File: config.mk
export PLATFORM = sky130hd
export DESIGN_NAME = nvm_sum_engine
export DESIGN_NICKNAME = d
export VERILOG_FILES = /design/src/rtl/nvm_sum_pkg.sv /design/src/rtl/nvm_sum_acc.sv /design/src/rtl/nvm_addr_step.sv /design/src/rtl/nvm_sum_engine.sv
export SDC_FILE = /design/constraint.sdc
export NUM_CORES = 1
export LEC_CHECK = 0
export BUFFER_PORTS_ARGS = -buffer_cell sky130_fd_sc_hd__buf_2
export CAP_MARGIN = 20
export CORE_UTILIZATION = 45
export DETAILED_ROUTE_END_ITERATION = 8
export PLACE_DENSITY = 0.68
export SLEW_MARGIN = 10
export SYNTH_ARGS = -nofsm -noshare
export SYNTH_HDL_FRONTEND = slang
export SYNTH_SLANG_ARGS = --single-unit
File: constraint.sdc
create_clock -name clk -period 5 [get_ports clk]
set_clock_uncertainty 0.15 [all_clocks]
set_input_delay 1 -clock clk [delete_from_list [all_inputs] [get_ports clk]]
set_output_delay 1 -clock clk [all_outputs]
set_load 0.02 [all_outputs]
File: src/rtl/nvm_sum_pkg.sv
package nvm_sum_pkg;

    typedef enum logic [2:0] {
        ST_IDLE,
        ST_RD_ISSUE,
        ST_RD_WAIT,
        ST_WR_ISSUE,
        ST_WR_WAIT,
        ST_FINISH
    } nsum_state_t;

    typedef enum logic {
        MODE_CHECK = 1'b0,
        MODE_FIX   = 1'b1
    } nsum_mode_t;

endpackage

File: src/rtl/nvm_sum_acc.sv
module nvm_sum_acc #(
    parameter int DW = 16
) (
    input  logic          clk,
    input  logic          rst_n,
    input  logic          clear_i,
    input  logic          add_i,
    input  logic [DW-1:0] word_i,
    output logic [DW-1:0] sum_q_o,
    output logic [DW-1:0] sum_next_o
);

    logic [DW-1:0] sum_q;

    // Modular add: the carry out of the top bit is dropped
    assign sum_next_o = sum_q + word_i;
    assign sum_q_o    = sum_q;

    always_ff @(posedge clk or negedge rst_n) begin
        if (!rst_n) begin
            sum_q <= '0;
        end else if (clear_i) begin
            sum_q <= '0;
        end else if (add_i) begin
            sum_q <= sum_next_o;
        end
    end

endmodule

File: src/rtl/nvm_addr_step.sv
module nvm_addr_step #(
    parameter int AW = 6
) (
    input  logic          clk,
    input  logic          rst_n,
    input  logic          clear_i,
    input  logic          inc_i,
    input  logic [AW-1:0] last_i,
    output logic [AW-1:0] addr_o,
    output logic          at_last_o
);

    logic [AW-1:0] addr_q;

    assign addr_o    = addr_q;
    assign at_last_o = (addr_q == last_i);

    always_ff @(posedge clk or negedge rst_n) begin
        if (!rst_n) begin
            addr_q <= '0;
        end else if (clear_i) begin
            addr_q <= '0;
        end else if (inc_i) begin
            addr_q <= addr_q + 1'b1;
        end
    end

    // the counter never runs past the last address of the sweep
    a_r5_addr_in_range: assert property (@(posedge clk) disable iff (!rst_n)
        inc_i |-> (addr_q != last_i));

endmodule

File: src/rtl/nvm_sum_engine.sv
module nvm_sum_engine
    import nvm_sum_pkg::*;
#(
    parameter int             DW        = 16,
    parameter int             CSUM_ADDR = 63,
    parameter logic [DW-1:0]  SIGNATURE = 16'hBABA,
    localparam int            AW        = (CSUM_ADDR < 2) ? 1 : $clog2(CSUM_ADDR + 1)
) (
    input  logic          clk,
    input  logic          rst_n,
    input  logic          start_i,
    input  logic          mode_i,
    output logic          rd_req_o,
    output logic [AW-1:0] rd_addr_o,
    input  logic          rd_valid_i,
    input  logic          rd_err_i,
    input  logic [DW-1:0] rd_data_i,
    output logic          wr_req_o,
    output logic [AW-1:0] wr_addr_o,
    output logic [DW-1:0] wr_data_o,
    input  logic          wr_done_i,
    input  logic          wr_err_i,
    output logic          busy_o,
    output logic          done_o,
    output logic          pass_o,
    output logic [DW-1:0] sum_o
);

    localparam logic [AW-1:0] ADDR_CSUM = AW'(CSUM_ADDR);
    localparam logic [AW-1:0] ADDR_PRE  = AW'(CSUM_ADDR - 1);

    nsum_state_t   state_q, state_d;
    nsum_mode_t    mode_q;
    logic          pass_q;
    logic [DW-1:0] result_q;

    logic          accept;
    logic          rd_ok;
    logic [DW-1:0] sum_q, sum_next;
    logic [AW-1:0] addr, last_addr;
    logic          at_last;

    assign accept    = (state_q == ST_IDLE) && start_i;
    assign rd_ok     = (state_q == ST_RD_WAIT) && rd_valid_i && !rd_err_i;
    assign last_addr = (mode_q == MODE_FIX) ? ADDR_PRE : ADDR_CSUM;

    nvm_sum_acc #(.DW(DW)) u_acc (
        .clk        (clk),
        .rst_n      (rst_n),
        .clear_i    (accept),
        .add_i      (rd_ok),
        .word_i     (rd_data_i),
        .sum_q_o    (sum_q),
        .sum_next_o (sum_next)
    );

    nvm_addr_step #(.AW(AW)) u_addr (
        .clk       (clk),
        .rst_n     (rst_n),
        .clear_i   (accept),
        .inc_i     (rd_ok && !at_last),
        .last_i    (last_addr),
        .addr_o    (addr),
        .at_last_o (at_last)
    );

    // Next-state logic
    always_comb begin
        state_d = state_q;
        unique case (state_q)
            ST_IDLE:     if (start_i) state_d = ST_RD_ISSUE;
            ST_RD_ISSUE: state_d = ST_RD_WAIT;
            ST_RD_WAIT: begin
                if (rd_valid_i) begin
                    if (rd_err_i)                 state_d = ST_FINISH;
                    else if (!at_last)            state_d = ST_RD_ISSUE;
                    else if (mode_q == MODE_FIX)  state_d = ST_WR_ISSUE;
                    else                          state_d = ST_FINISH;
                end
            end
            ST_WR_ISSUE: state_d = ST_WR_WAIT;
            ST_WR_WAIT:  if (wr_done_i) state_d = ST_FINISH;
            ST_FINISH:   state_d = ST_IDLE;
            default:     state_d = ST_IDLE;
        endcase
    end

    // State register
    always_ff @(posedge clk or negedge rst_n) begin
        if (!rst_n) state_q <= ST_IDLE;
        else        state_q <= state_d;
    end

    // Operation context and result registers
    always_ff @(posedge clk or negedge rst_n) begin
        if (!rst_n) begin
            mode_q   <= MODE_CHECK;
            pass_q   <= 1'b0;
            result_q <= '0;
        end else if (accept) begin
            mode_q   <= nsum_mode_t'(mode_i);
            pass_q   <= 1'b0;
            result_q <= '0;
        end else if (state_q == ST_RD_WAIT && rd_valid_i) begin
            if (rd_err_i) begin
                pass_q <= 1'b0;
            end else if (at_last) begin
                if (mode_q == MODE_FIX) begin
                    result_q <= SIGNATURE - sum_next;
                end else begin
                    result_q <= sum_next;
                    pass_q   <= (sum_next == SIGNATURE);
                end
            end
        end else if (state_q == ST_WR_WAIT && wr_done_i) begin
            pass_q <= !wr_err_i;
        end
    end

    // Outputs
    always_comb begin
        rd_req_o  = (state_q == ST_RD_ISSUE);
        rd_addr_o = addr;
        wr_req_o  = (state_q == ST_WR_ISSUE);
        wr_addr_o = ADDR_CSUM;
        wr_data_o = result_q;
        busy_o    = (state_q != ST_IDLE);
        done_o    = (state_q == ST_FINISH);
        pass_o    = pass_q;
        sum_o     = result_q;
    end

    // a read request lasts exactly one cycle
    a_r5_single_read: assert property (@(posedge clk) disable iff (!rst_n)
        rd_req_o |=> !rd_req_o);

    // done is a one-cycle pulse followed by idle
    a_r8_done_pulse: assert property (@(posedge clk) disable iff (!rst_n)
        done_o |=> (!done_o && !busy_o));

    // only fix operations write
    a_r4_write_only_fix: assert property (@(posedge clk) disable iff (!rst_n)
        wr_req_o |-> (mode_q == MODE_FIX));

    // the mode holds for the whole operation
    a_r9_mode_held: assert property (@(posedge clk) disable iff (!rst_n)
        (busy_o && $past(busy_o)) |-> $stable(mode_q));

    // a failed read never leads to a write
    a_r6_no_write_after_err: assert property (@(posedge clk) disable iff (!rst_n)
        (state_q == ST_RD_WAIT && rd_valid_i && rd_err_i) |=> (state_q == ST_FINISH && !pass_o));

endmodule

# Word-level counts from Yosys, hierarchy flattened
# Cells that the tools add are included.
[totals] reg_bits=43 inputBits=24 out_inout_bits=49 wordCells=63
[classes] add_sub_neg=3 n_eq_ne=13 muxes=23 n_reduce_logical=18
[ops] operator="$mux 16" n=7
[ops] operator="$mux 3" n=6
[ops] operator="$add 16x16->16" n=1
[ops] operator="$eq 16x16->1 const B" n=1
[ops] operator="$sub 16x16->16 const A" n=1
[ops] operator="$pmux 3 s5" n=1
[ops] operator="$mux 6" n=2
[ops] operator="$reduce_and 3->1" n=3
[ops] operator="$ne 4x4->1 const B" n=2
[ops] operator="$reduce_bool 2->1" n=4
[ops] operator="$mux 1" n=7
[ops] operator="$add 6x1->6 const B" n=1
[ops] operator="$eq 3x2->1 const B" n=2
[ops] operator="$eq 3x3->1 const B" n=2
[ops] operator="$eq 6x6->1" n=1
[ops] operator="$ne 2x2->1 const B" n=3
[ops] operator="$reduce_bool 3->1" n=2
[ops] operator="$logic_and 1x1->1" n=5
[ops] operator="$eq 3x1->1 const B" n=1
[ops] operator="$logic_not 1->1" n=3
[ops] operator="$logic_not 3->1" n=1
[ops] operator="$ne 2x1->1 const B" n=1

# Logic depth before layout (Yosys ltp)
[depth] depth_word=7 ltp_mapped=10 ltp_nobuf=10

# By module
# Synthesis repeated with hierarchy kept, for this count alone.
[hier_totals] hier_cells=370 area_unflattened_um2=3310.7
[modules_own_cells] mod="nvm_sum_engine" n_inst=1 cells_each=189 area_each_um2=1580.3
[modules_own_cells] mod="nvm_sum_acc" n_inst=1 cells_each=149 area_each_um2=1397.6
[modules_own_cells] mod="nvm_addr_step" n_inst=1 cells_each=32 area_each_um2=332.8

# Worst setup path after synthesis
# Ideal clock, no wire load.
[synth_path] kind="input -> register" from="input port rd_data_i[0]" to="register pass_q (netlist: pass_o)" arrival_time_ns=3.435 required_time_ns=4.764 slack_ns=1.329 cell_stages=10 cell_sequence="ha_1 -> fa_1 -> a211oi_2 -> nor2_1 -> nor4_2 -> and3_1 -> or4b_1 -> nor4_1 -> a41oi_1 -> nor3_1"
[synth_via] elab_chain_len=7
[synth_rtl] element="from (decl)" line="nvm_sum_engine.sv:17" text="input logic [DW-1:0] rd_data_i,"
[synth_rtl] element="$add 16x16->16" line="nvm_sum_acc.sv:16" text="assign sum_next_o = sum_q + word_i;"
[synth_rtl] element="$eq 16x16->1" line="nvm_sum_engine.sv:112" text="pass_q <= (sum_next == SIGNATURE);"
[synth_rtl] element="$mux 1" line="nvm_sum_engine.sv:108" text="if (mode_q == MODE_FIX) begin"
[synth_rtl] element="$mux 1" line="nvm_sum_engine.sv:107" text="end else if (at_last) begin"
[synth_rtl] element="$mux 1" line="nvm_sum_engine.sv:105" text="if (rd_err_i) begin"
[synth_rtl] element="$mux 1" line="nvm_sum_engine.sv:104" text="end else if (state_q == ST_RD_WAIT && rd_valid_i) begin"
[synth_rtl] element="$mux 1" line="nvm_sum_engine.sv:100" text="end else if (accept) begin"
[synth_rtl] element="to (signal assigned)" line="nvm_sum_engine.sv:112"
[synth_rtl] element="to (signal assigned)" line="nvm_sum_engine.sv:116" text="pass_q <= !wr_err_i;"
[synth_rtl] element="to (decl)" line="nvm_sum_engine.sv:34" text="logic pass_q;"
# No other way between the ends. The select of a mux whose other input is x is not followed.
# A chain may end at the register's enable or synchronous reset.

# Worst setup path in the final report
[layout_path] from="input port rd_data_i[0]" to="register result_q[11] (netlist: sum_o[11])"
[layout_via] elab_chain_len=7
[layout_rtl] element="$add 16x16->16 (*)" line="nvm_sum_acc.sv:16"
[layout_rtl] element="$sub 16x16->16" line="nvm_sum_engine.sv:109" text="result_q <= SIGNATURE - sum_next;"
[layout_rtl] element="$mux 16 (*)" line="nvm_sum_engine.sv:108"
[layout_rtl] element="$mux 16 (*)" line="nvm_sum_engine.sv:107"
[layout_rtl] element="$mux 16 (*)" line="nvm_sum_engine.sv:105"
[layout_rtl] element="$mux 16 (*)" line="nvm_sum_engine.sv:104"
[layout_rtl] element="$mux 16 (*)" line="nvm_sum_engine.sv:100"
[layout_rtl] element="to (signal assigned)" line="nvm_sum_engine.sv:109"
[layout_rtl] element="to (signal assigned)" line="nvm_sum_engine.sv:111" text="result_q <= sum_next;"
[layout_rtl] element="to (decl)" line="nvm_sum_engine.sv:35" text="logic [DW-1:0] result_q;"
# Mark *: on every way between the ends. The rest lies on a longest branch, timed or not. The select of a mux whose other input is x is not followed.

==> impl_metrics.ini <==
[clock_network]
cts_htree_levels = 2
cts.sinks = 43
post_cts_resize_count = 0
clock_insertion_delay_worst_skew_ps = 300
cts_max_path_buffers = 2
cts_hold_buffers = 0
clock_pin_slew_worst_setup_and_hold_paths_ps = 90
clock_tree.root_cell = clkbuf_8
cts_tree = done
numCtsBuffers = 5
postCtsSetupBuffers = 0

[power_and_ir_drop]
share_comb_of_total_power_pct = 60.2
internal_power_uw = 1030
leakage_power_uw = 0.00174
p_switching_uw = 937
power_density_normalized_to_cell_area_nw_per_um2 = 547
switching_share_pct = 47.6
p_clk_share_pct = 14.5
seqPwrFrac_pct = 25.4
ir_drop_uv = 297

[floorplan]
chipWidth_um = 86.2
ioPinCount = 73
die-area_um2 = 7430
chip_height_um = 86.2
start_util_pct = 46.7
core_area_um2 = 6830
floorplan.rows = 30

[final_layout]
area_growth_syn_to_layout_pct = 12.8
finish.utilization_pct = 52.6
antenna_cells_inserted = 0
finalNetCount = 447
fraction_of_layout_instances_using_a_drive_strength_above_1_pct = 23.5

[global_routing]
grt_first_pass_wirelength_um = 11900
grt_max_degree = 44
vias_in_the_first_global_route = 2455
globalRouteOverflowTotal = 0
grt_antenna_before_repair = 0
gr-usage-all-layers_pct = 20.4

[route]
route.vias.total = 2798
final_antenna_net_count = 0
drt-pass1-iter-count = 4
initial_detailed_routing_violation_count = 119
finalWirelength_um = 7440
routed_wire_length_per_instance_um = 14.9
drc = 0
viasPerCell = 5.58

[timing]
achievable-frequency_ghz = 0.268
finalCriticalPeriod_ps = 3730
max-slew-margin-rel_pct = 34.2
timing.final.hold_violations = 0
maxSlewViolCount = 0
finalHoldWorstSlack_ps = 352
layout_worst_path_cycle_share_pct = 74.6
unrepaired_setup_endpoints_after_global_routing = false
tightest_slew_ps = 987
count_of_endpoints_failing_setup_in_the_final_report = 0
final.setup.tns_ps = 0

[synth]
count_of_flip_flops_with_a_built_in_enable_after_synthesis = 0
share_of_synthesized_flip_flops_with_an_asynchronous_set_or_reset_pct = 100
post_synth.cell_area_avg_um2 = 8.93
yosys.area.top_type = dfrtp_1
yosys_register_bits = 43
yosys_warnings = 0
ys.flop_type = dfrtp_1
synth_cell_type_count = 58
seq_area_frac_synth_pct = 33.7
yosys-top-cells-area = dfrtp_1, ha_1, buf_4
synth_largest_type_area_fraction_pct = 33.7
netlist_area_um2 = 3190
syn-instance-count = 357

[worst_setup_path]
cpMaxStageDelayCell = fa_1
worst-setup-path-type = in -> reg
start_kind = input port
critPathMaxStageDelay_ps = 480
path_buf_inv = 2
required_ps = 5000
timing.critical_path.fanout_max = 5
cp_cell_sequence = buf_2, ha_1, fa_1, xnor2_1, a21boi_0, inv_1, a41oi_1, nor3_1, nor3_1, xnor2_1, o21ai_0
crit_arrival_ps = 3730
crit_path_end_kind = flop
cp_top_family = compound AO/OA/AOI/OAI gates

[outcome]
status = finished, final reports clean

[hold_path]
timing.hold.worst.class = reg -> reg

[flow_run]
max_cap_violations = 0

[placed_design]
port_buffers = 66
post-dp-hpwl_um = 5580
gp_congestion = 0.872
[synthesized netlist by cell type, types with 4 or more instances]
cell type and count:
a211oi_1 6, a21o_1 5, a21oi_1 16, a22o_1 11
a41oi_1 4, and2_1 6, and3_1 4, buf_4 22
clkbuf_1 11, dfrtp_1 43, ha_1 18, inv_1 12
nand2_1 19, nand2b_1 4, nand3_1 28, nor2_1 22
nor3_1 10, o21ai_0 29, o31ai_1 4, xnor2_1 14
xor2_1 13
[cell type report]
class                           instances  area, um^2
Clock inverter                          3        43.8
Timing Repair Buffer                   70         384
Tap cell                               96         120
Clock buffer                            5        68.8
Fill cell                             654        3240
Inverter                               12        45.0
Sequential cell                        43        1080
Multi-Input combinational cell        272        1860
[stage by stage]
step                power, uW  setup slack [ps]  std cells  area, um^2
floorplan                1400              1330        362        3210
finish                   1970              1270        501        3600
global route             2120              1060        501        3600
detailed placement       1660               975        491        3440
CTS                      1950              1290        499        3560
global placement         1640              1060        491        3440
[cells in the final DEF (no fill, tap or decap), drive strengths merged, types with 9 or more instances in the layout]
| cell | n |
|---|---|
| a211oi | 9 |
| a21oi | 18 |
| a22o | 11 |
| buf | 70 |
| dfrtp | 43 |
| ha | 18 |
| inv | 12 |
| nand2 | 19 |
| nand3 | 28 |
| nor2 | 22 |
| nor3 | 10 |
| o21ai | 30 |
| xnor2 | 14 |
| xor2 | 13 |
[worst paths after layout]
kind	slack (ps)	endpoint	cells after the start	start
min in group asynchronous	510	u_acc.sum_q_o[8]$_DFFE_PN0P_	1	rst_n
max	1270	sum_o[11]$_DFFE_PN0P_	11	rd_data_i[0]
min reg2reg	350	u_acc.sum_q_o[9]$_DFFE_PN0P_	2	u_acc.sum_q_o[9]$_DFFE_PN0P_
max reg2reg	1680	sum_o[11]$_DFFE_PN0P_	10	u_acc.sum_q_o[0]$_DFFE_PN0P_
max in group asynchronous	3710	sum_o[0]$_DFFE_PN0P_	2	rst_n
min	350	u_acc.sum_q_o[9]$_DFFE_PN0P_	2	u_acc.sum_q_o[9]$_DFFE_PN0P_
[power groups by stage]
| stage | Clock, uW | Sequential, uW | Combinational (uW) |
|---|---|---|---|
| after floorplan | 0 | 483 | 917 |
| after global placement | 0 | 505 | 1130 |
| after detailed placement | 0 | 504 | 1150 |
| after CTS | 287 | 498 | 1160 |
| after global routing | 300 | 510 | 1310 |
| final | 284 | 499 | 1180 |
[metal layers]
metal  routed length, um  track usage [%]  share of wire (%)
met1                3600             28.6                 48
met2                3440             32.9                 46
met3                 306             3.33                4.1
met4                 102             5.61                1.4
met5                   0                0                  0
[cell families (layout without fill, tap and decap cells)]
group                      Yosys count  in the layout  synth area share, %
xor gates and xnor gates            27             27                 7.41
adders and majority gates           19             19                 7.69
muxes                                1              1                0.314
buffers and inverters               47             90                 8.59
other                                1              6                0.118
DFF                                 43             43                 33.7
AOI/OAI and AO/OA                  102            102                 22.9
and+or+nand+nor                    117            117                 19.2
[worst register-to-register path: stages, from the launching register on]
cell      delay, ps
dfrtp_1         400
ha_1            230
fa_1            480
xnor2_1         450
a21boi_0        300
inv_1           100
a41oi_1         330
nor3_1          120
nor3_1          390
xnor2_1         160
o21ai_0          90
[sequential cells by signal, indices dropped and copies added (netlist names)]
name	count
mode_q	1
pass_o	1
state_q	3
sum_o	16
u_acc.sum_q_o	16
u_addr.addr_o	6
No activity file was read; power rests on OpenSTA's default activity.
